[src/rtl/irq_arb_pkg.sv]
package irq_arb_pkg;

    localparam int NUM_CH = 8;
    localparam int PRIO_W = 7;
    localparam int CH_W   = $clog2(NUM_CH);
    localparam int BID_W  = PRIO_W + CH_W;

    typedef struct packed {
        logic [PRIO_W-1:0] prio;
        logic [CH_W-1:0]   chan;
    } bid_t;

    typedef enum logic {
        MODE_NORMAL = 1'b0,
        MODE_WDOG   = 1'b1
    } arb_mode_e;

    localparam bid_t BID_NONE = '{prio: '0, chan: '0};

    // Larger full-width value wins; ties on priority favour the higher channel.
    function automatic bid_t bid_max(input bid_t a, input bid_t b);
        logic [BID_W-1:0] av;
        logic [BID_W-1:0] bv;
        av = {a.prio, a.chan};
        bv = {b.prio, b.chan};
        return (av >= bv) ? a : b;
    endfunction

    // Gate decision: threshold in normal mode, any nonzero bid in watchdog mode.
    function automatic logic bid_passes(input arb_mode_e mode,
                                        input logic [PRIO_W-1:0] prio,
                                        input logic [PRIO_W-1:0] thr);
        logic pass;
        if (mode == MODE_WDOG) begin
            pass = (prio != '0);
        end else begin
            pass = (prio > thr);
        end
        return pass;
    endfunction

endpackage

[src/rtl/irq_bid_former.sv]
module irq_bid_former
    import irq_arb_pkg::*;
#(
    parameter int N_CH = NUM_CH,
    parameter int P_W  = PRIO_W
) (
    input  logic [N_CH*P_W-1:0] prio_flat,
    input  logic [N_CH-1:0]     is_rx,
    input  arb_mode_e           mode,
    output bid_t                bids [N_CH]
);

    for (genvar i = 0; i < N_CH; i++) begin : g_ch
        logic [P_W-1:0] raw_prio;
        logic           eligible;

        assign raw_prio = prio_flat[i*P_W +: P_W];
        // In watchdog mode only receiver-class channels may bid.
        assign eligible = (mode == MODE_NORMAL) || is_rx[i];

        always_comb begin
            bids[i].chan = CH_W'(i);
            bids[i].prio = eligible ? PRIO_W'(raw_prio) : '0;
        end
    end

endmodule

[src/rtl/irq_max_tree.sv]
module irq_max_tree
    import irq_arb_pkg::*;
#(
    parameter int N_CH = NUM_CH
) (
    input  bid_t leaves [N_CH],
    output bid_t best
);

    localparam int LVLS = $clog2(N_CH);

    for (genvar l = 0; l <= LVLS; l++) begin : g_lvl
        localparam int WIDTH = N_CH >> l;
        bid_t node [WIDTH];

        if (l == 0) begin : g_leaf
            for (genvar i = 0; i < WIDTH; i++) begin : g_in
                assign node[i] = leaves[i];
            end
        end else begin : g_red
            for (genvar i = 0; i < WIDTH; i++) begin : g_cmp
                assign node[i] = bid_max(g_lvl[l-1].node[2*i],
                                         g_lvl[l-1].node[2*i+1]);
            end
        end
    end

    assign best = g_lvl[LVLS].node[0];

endmodule

[src/rtl/irq_gate_reg.sv]
module irq_gate_reg
    import irq_arb_pkg::*;
(
    input  logic              clk,
    input  logic              rst,
    input  bid_t              winner,
    input  logic [PRIO_W-1:0] thr,
    input  arb_mode_e         mode,
    output bid_t              code_q,
    output logic              valid_q,
    output logic              req_n_q
);

    logic pass;
    bid_t code_d;

    always_comb begin
        pass   = bid_passes(mode, winner.prio, thr);
        code_d = pass ? winner : BID_NONE;
    end

    always_ff @(posedge clk) begin
        if (rst) begin
            code_q  <= BID_NONE;
            valid_q <= 1'b0;
            req_n_q <= 1'b1;
        end else begin
            code_q  <= code_d;
            valid_q <= pass;
            req_n_q <= ~pass;
        end
    end

endmodule

[src/rtl/irq_bid_arbiter.sv]
module irq_bid_arbiter
    import irq_arb_pkg::*;
(
    input  logic                     clk,
    input  logic                     rst,
    input  logic [NUM_CH*PRIO_W-1:0] chan_prio,
    input  logic [NUM_CH-1:0]        chan_is_rx,
    input  logic [PRIO_W-1:0]        thresh,
    input  logic                     wdog_pend,
    output logic                     irq_n,
    output logic [BID_W-1:0]         win_code,
    output logic                     win_valid
);

    arb_mode_e mode;
    bid_t      bids [NUM_CH];
    bid_t      best;
    bid_t      code_q;

    assign mode = wdog_pend ? MODE_WDOG : MODE_NORMAL;

    irq_bid_former #(.N_CH(NUM_CH), .P_W(PRIO_W)) u_former (
        .prio_flat (chan_prio),
        .is_rx     (chan_is_rx),
        .mode      (mode),
        .bids      (bids)
    );

    irq_max_tree #(.N_CH(NUM_CH)) u_tree (
        .leaves (bids),
        .best   (best)
    );

    irq_gate_reg u_gate (
        .clk     (clk),
        .rst     (rst),
        .winner  (best),
        .thr     (thresh),
        .mode    (mode),
        .code_q  (code_q),
        .valid_q (win_valid),
        .req_n_q (irq_n)
    );

    assign win_code = {code_q.prio, code_q.chan};

endmodule

[config.mk]
export PLATFORM = sky130hd
export DESIGN_NAME = irq_bid_arbiter
export DESIGN_NICKNAME = d
export VERILOG_FILES = /design/src/rtl/irq_arb_pkg.sv /design/src/rtl/irq_bid_former.sv /design/src/rtl/irq_max_tree.sv /design/src/rtl/irq_gate_reg.sv /design/src/rtl/irq_bid_arbiter.sv
export SDC_FILE = /design/constraint.sdc
export NUM_CORES = 1
export LEC_CHECK = 0
export ABC_AREA = 0
export BUFFER_PORTS_ARGS = -buffer_cell sky130_fd_sc_hd__buf_2
export CAP_MARGIN = 25
export CELL_PAD_IN_SITES_DETAIL_PLACEMENT = 1
export CELL_PAD_IN_SITES_GLOBAL_PLACEMENT = 2
export CORE_AREA = 5 5 96 121
export CTS_BUF_LIST = sky130_fd_sc_hd__clkbuf_8
export DETAILED_ROUTE_END_ITERATION = 7
export DIE_AREA = 0 0 101 126
export PLACE_DENSITY_LB_ADDON = 0.1
export SYNTH_ARGS = -nofsm -noshare
export SYNTH_HDL_FRONTEND = slang
export SYNTH_SLANG_ARGS = --single-unit
[constraint.sdc]
create_clock -name clk -period 17.4 [get_ports clk]
set_input_delay 3.48 -clock clk [delete_from_list [all_inputs] [get_ports clk]]
set_output_delay 3.48 -clock clk [all_outputs]
set_load 0.01 [all_outputs]
==> impl_results.md, run 1 <==
* Final setup viols at 0
* RSZ-0062 raised after global routing: no
* Critical path type: primary input to register
* Setup Total Neg Slack at 0 ns
* Fmax at 90.6 MHz
* Crit path launch type: primary input
* Slew @ Worst Pin at 0.711 ns
* Arr. time, crit path at 11.16 ns
* Vias at 3639
* Pleak at 0.00187 uW
* Status: complete, no violations
* Post-synth EDFFs at 0
* Die W at 101 um
* DP HPWL at 9.58 mm
* Cells after synthesis at 448
* Slew headroom at 52.1%
* Most common cell after layout, fill and taps aside: buf_2
* First-pass GRT wire length at 18.1 mm
* Die ar. at 12700 um^2
* Vias per inst at 5.54
* CTS tree: yes
* Post-Syn Area at 3320 um^2
* Initial antenna violation count at 0
* Crit path max-delay cell type: o31ai_1
* Post-synth top flop: dfxtp_1
* Site Rows at 42
* Largest net degree at the start of global routing at 28
* Core Area at 10400 um^2
* Mean Syn Cell Area at 7.41 um^2
* Most used cell, CP: ha_1
* First drt pass iteration count at 4
* CP Data Required Time at 17.53 ns
* Synthesized flop and latch total at 12
* Root Driver: clkbuf_8
* Power per Cell Area at 94.7 nW/um^2
* TritonCTS buffer count at 3
* Count of cell types in the netlist at 82
* Total global routing track utilization at 16.9%
* Layout Cells excl Fill at 657
* Most frequent cells in the layout: 85 x buf_2, 70 x nand2_1, 38 x inv_1
* DRC Markers at 0
* Final period util at 63.4%
* Layout cells sized above 1 at 27.6%
* Maxcap violations at 0
* # IOs at 86
* Post-Synthesis Net Count at 552
* Layout area overhead at 16.7%
* Initial Util at 32.1%
* Crit end category: register
* Resized cells post-CTS at 0
* Hold WC Path Type: primary input to register
* # hold bufs at CTS at 0
* Clock buffer depth at 2
* GPL Wtd Cong at 0.843
* Peak VDD IR at 0.0270 mV
* CP Max Fanout at 27
* Final Hold Fails at 0
* Vias in the first global route at 3907
* DRT Wirelength at 10.9 mm
* Nets at 630
* Tmin final at 11.03 ns
* Chip height at 126 um
* Clock sinks at 12
* Diodes inserted at 0
* Post-CTS Setup Inserts at 0
* Post-synth ARST share at 0%
* H-tree Lvls at 1
* Initial DRC Count at 68
* CP max stage delay at 0.57 ns
* Final Util at 37.4%
* Detail Route Antenna Nets at 0
* Final Max Slew Viols at 0
* Grt total ovfl at 0
* Seq/Total Area, Yosys at 7.23%
* Buffers on Ports at 85
* Clock transition at path regs at 0.05 ns
* Avg WL per Cell at 16.6 um
* Ys Warns at 0
* Placed Cells at 653
worst paths after layout:
kind | from | endpoint | slack, ns | depth (start not counted)
hold / removal | rst | u_gate.code_q[3] | 3.65 | 3
setup / recovery | wdog_pend | u_gate.req_n_q | 6.37 | 33
routing by layer:
metal / GRT usage, % / wire, um / vias up
li1: - / - / 1832
met5: 0 / 0 / -
met1: 19.6 / 4460 / 1735
met4: 2.35 / 121 / 0
met2: 33.6 / 6020 / 60
met3: 1.11 / 333 / 12
worst max-delay path, delay by kind of cell:
| family | cells | cell delay [ns] |
|---|---|---|
| AND/OR/NAND/NOR | 12 | 2.45 |
| multiplexers | 1 | 0.20 |
| adder cells (fa/ha/maj) | 4 | 1.20 |
| buffers and inverters | 4 | 0.67 |
| AO/OA/AOI/OAI | 12 | 3.14 |
area by class of cell:
| cell class | count | area (um^2) |
|---|---|---|
| Clock buffer | 4 | 55.1 |
| Fill cell | 1337 | 6480 |
| Inverter | 38 | 143 |
| Multi-Input combinational cell | 385 | 2840 |
| Sequential cell | 12 | 240 |
| Tap cell | 132 | 165 |
| Timing Repair Buffer | 86 | 433 |
cell families after synthesis:
| kind of cell | count (synthesis) | synth area share, % |
|---|---|---|
| AO/OA/AOI/OAI | 146 | 37.3 |
| XOR/XNOR | 6 | 1.58 |
| adder cells (fa/ha/maj) | 30 | 11.3 |
| buffers and inverters | 51 | 7.23 |
| flip-flops | 12 | 7.23 |
| multiplexers | 21 | 6.82 |
| AND/OR/NAND/NOR | 182 | 28.6 |
report_power, final:
part	internal, uW	switching [uW]	total [uW]
clock	19.9	9.31	29.2
sequential	39.8	2.66	42.5
combinational	120	176	295
state kept, by name, indices dropped and copies added, names as in the netlist:
signal,count
u_gate.code_q,10
u_gate.req_n_q,1
u_gate.valid_q,1
synthesized netlist by cell type, drive strengths merged, types with 3 or more instances:
library cell,n,area (um^2)
nand2,72,275
nor2,24,92.6
xor2,3,26.3
o31ai,4,48.8
mux2,7,86.3
nor3,11,55.1
o211ai,9,81.3
a21oi,28,144
nand2b,10,70.1
o2111ai,5,96.4
inv,38,143
a21bo,3,30.0
nand3,15,75.1
a21o,6,45.0
or3,3,33.8
o2bb2ai,4,35.0
a2bb2oi,3,26.3
a211oi,10,100
nor2b,5,31.3
or2,5,31.3
dfxtp,12,240
clkbuf,3,11.3
buf,10,86.3
o21a,7,60.1
o221a,3,51.3
and3,5,36.3
ha,30,375
xnor2,3,26.3
o21ai,22,110
and2,11,73.8
a31oi,17,163
mux2i,14,140
nand4,8,50.1
stage by stage:
| step | total power (uW) | worst slack [ns] | hold slack (ns) | instance area [um^2] |
|---|---|---|---|---|
| after floorplan | 264 | 7.65 | 3.74 | 3320 |
| after global placement | 337 | 6.19 | 3.88 | 3820 |
| after detailed placement | 340 | 6.07 | 3.88 | 3820 |
| after CTS | 372 | 6.29 | 3.65 | 3880 |
| after global routing | 404 | 5.59 | 3.66 | 3880 |
| final | 367 | 6.37 | 3.65 | 3880 |
Power figures use the tool's default switching activity.
==> run 2: changes to the inputs <==
- CORE_AREA: 5 5 96 121 -> 5 5 99 124
- DIE_AREA: 0 0 101 126 -> 0 0 104 129
- clock period: 17.4 -> 10.67 ns (I/O delays scaled with it)
==> run 2 against run 1 <==
  * Clock-buffer cell count fell by 1
  * Via count rose by 0.41%
  * Critical endpoint unchanged
  * Utilization fell by 2.1 points
==> impl_results.md, run 2 (synthesized netlist as in run 1, its figures left out) <==
* Power per Cell Area at 153 nW/um^2
* Post-CTS Setup Inserts at 0
* # IOs at 86
* Final setup viols at 0
* Detail Route Antenna Nets at 0
* Initial antenna violation count at 0
* Nets at 631
* # hold bufs at CTS at 0
* Vias in the first global route at 3766
* Die ar. at 13400 um^2
* Maxcap violations at 0
* Multi-input gate area at 2840 um^2
* Pleak at 0.00187 uW
* Setup Total Neg Slack at 0 ns
* Tmin final at 9.84 ns
* Status: complete, no violations
* Diodes inserted at 0
* Most frequent cells in the layout: 85 x buf_2, 70 x nand2_1, 38 x inv_1
* H-tree Lvls at 1
* Most common cell after layout, fill and taps aside: buf_2
* Worst path top cell family by delay: compound AO/OA/AOI/OAI gates
* Crit end category: register
* CP Data Required Time at 10.80 ns
* Clock transition at path regs at 0.05 ns
* TritonCTS buffer count at 3
* Worst Setup SP: wdog_pend
* Grt total ovfl at 0
* Initial Util at 30.3%
* Hold Startpoint: rst
* Initial DRC Count at 74
* Total global routing track utilization at 15.9%
* Most used cell, CP: ha_1
* First drt pass iteration count at 4
* Layout cells sized above 1 at 27.6%
* Core Area at 11000 um^2
* Clock share of power at 6.6%
* Vias at 3654
* CTS tree: yes
* Root Driver: clkbuf_8
* Hold WC Path Type: primary input to register
* Seq. cell area at 240 um^2
* Layout area overhead at 16.7%
* Buffers on Ports at 85
* DP HPWL at 9.56 mm
* Peak VDD IR at 0.0495 mV
* Vias per inst at 5.54
* GPL Wtd Cong at 0.848
* Final period util at 92.2%
* Die W at 104 um
* Arr. time, crit path at 9.96 ns
* Slew headroom at 49.7%
* Critical Path Sink: u_gate.req_n_q
* CP Depth at 34
* Seq pwr share at 11.7%
* Site Rows at 43
* Crit path max-delay cell type: o31ai_1
* Final Util at 35.3%
* RSZ-0062 raised after global routing: no
* CP Max Fanout at 17
* Resized cells post-CTS at 0
* Biggest regs: u_gate.code_q x10, u_gate.req_n_q x1, u_gate.valid_q x1
* Critical path type: primary input to register
* Fmax at 102 MHz
* Comb power frac at 81.7%
* Clock sinks at 12
* Crit path launch type: primary input
* Net Switching at 307 uW
* Max FFs per register at 10
* CP max stage delay at 0.60 ns
* Fill cells at 1411
* Sw Share at 51.9%
* Final Hold Fails at 0
* Clock buffer depth at 2
* Final Max Slew Viols at 0
* DRC Markers at 0
* First-pass GRT wire length at 18.3 mm
* Pint at 285 uW
* Register with the most flip-flops: u_gate.code_q
* Largest net degree at the start of global routing at 18
* DRT Wirelength at 11.0 mm
* Avg WL per Cell at 16.7 um
* WP buf/inv at 5
* Chip height at 129 um
* Slew @ Worst Pin at 0.747 ns
==> run 2: changes by cell type in the layout (fill, tap and decap cells not counted), sizes merged <==
| cell | previous run | this run |
|---|---|---|
| buf | 86 | 87 |
| clkbuf | 4 | 3 |
==> run 2: area by class of cell <==
cell class                      count  area share [%]
Multi-Input combinational cell    385            73.3
Timing Repair Buffer               87            11.4
Sequential cell                    12            6.20
Tap cell                          135            4.36
Inverter                           38            3.68
Clock buffer                        3            1.07
==> run 2: worst min path at each step <==
stage               cells past startpoint  slack (ns)                to
floorplan                               2        2.39  u_gate.code_q[3]
global placement                        1        2.53         win_valid
detailed placement                      1        2.53       win_code[1]
CTS                                     3        2.30  u_gate.code_q[3]
global route                            3        2.35  u_gate.code_q[3]
finish                                  3        2.30  u_gate.code_q[3]
==> run 2: metrics by stage <==
stage                     hold WS, ns  cells  setup WS (ns)  total power (uW)  area [um^2]
after floorplan                  2.39    448           2.27               430         3320
after global placement           2.53    657          0.674               555         3830
after detailed placement         2.53    657          0.611               560         3830
after CTS                        2.30    660          0.818               601         3870
after global routing             2.35    660          0.194               656         3870
final                            2.30    660          0.834               593         3870
==> run 2: power groups by stage <==
stage / sequential [uW] / combinational, uW / clock, uW
final: 69.4 / 484 / 39.3
after floorplan: 81.6 / 348 / 0
after global placement: 70.2 / 485 / 0
after global routing: 71.2 / 542 / 42.8
after detailed placement: 70.7 / 489 / 0
after CTS: 69.9 / 491 / 40.4
==> run 2: layer usage <==
metal  GRT usage [%]  vias to the layer above  wire length [um]
li1                -                     1834                 -
met1            19.1                     1734              4760
met2            30.7                       73              5740
met3            1.81                       13               391
met4            2.59                        0               128
met5               0                        -                 0
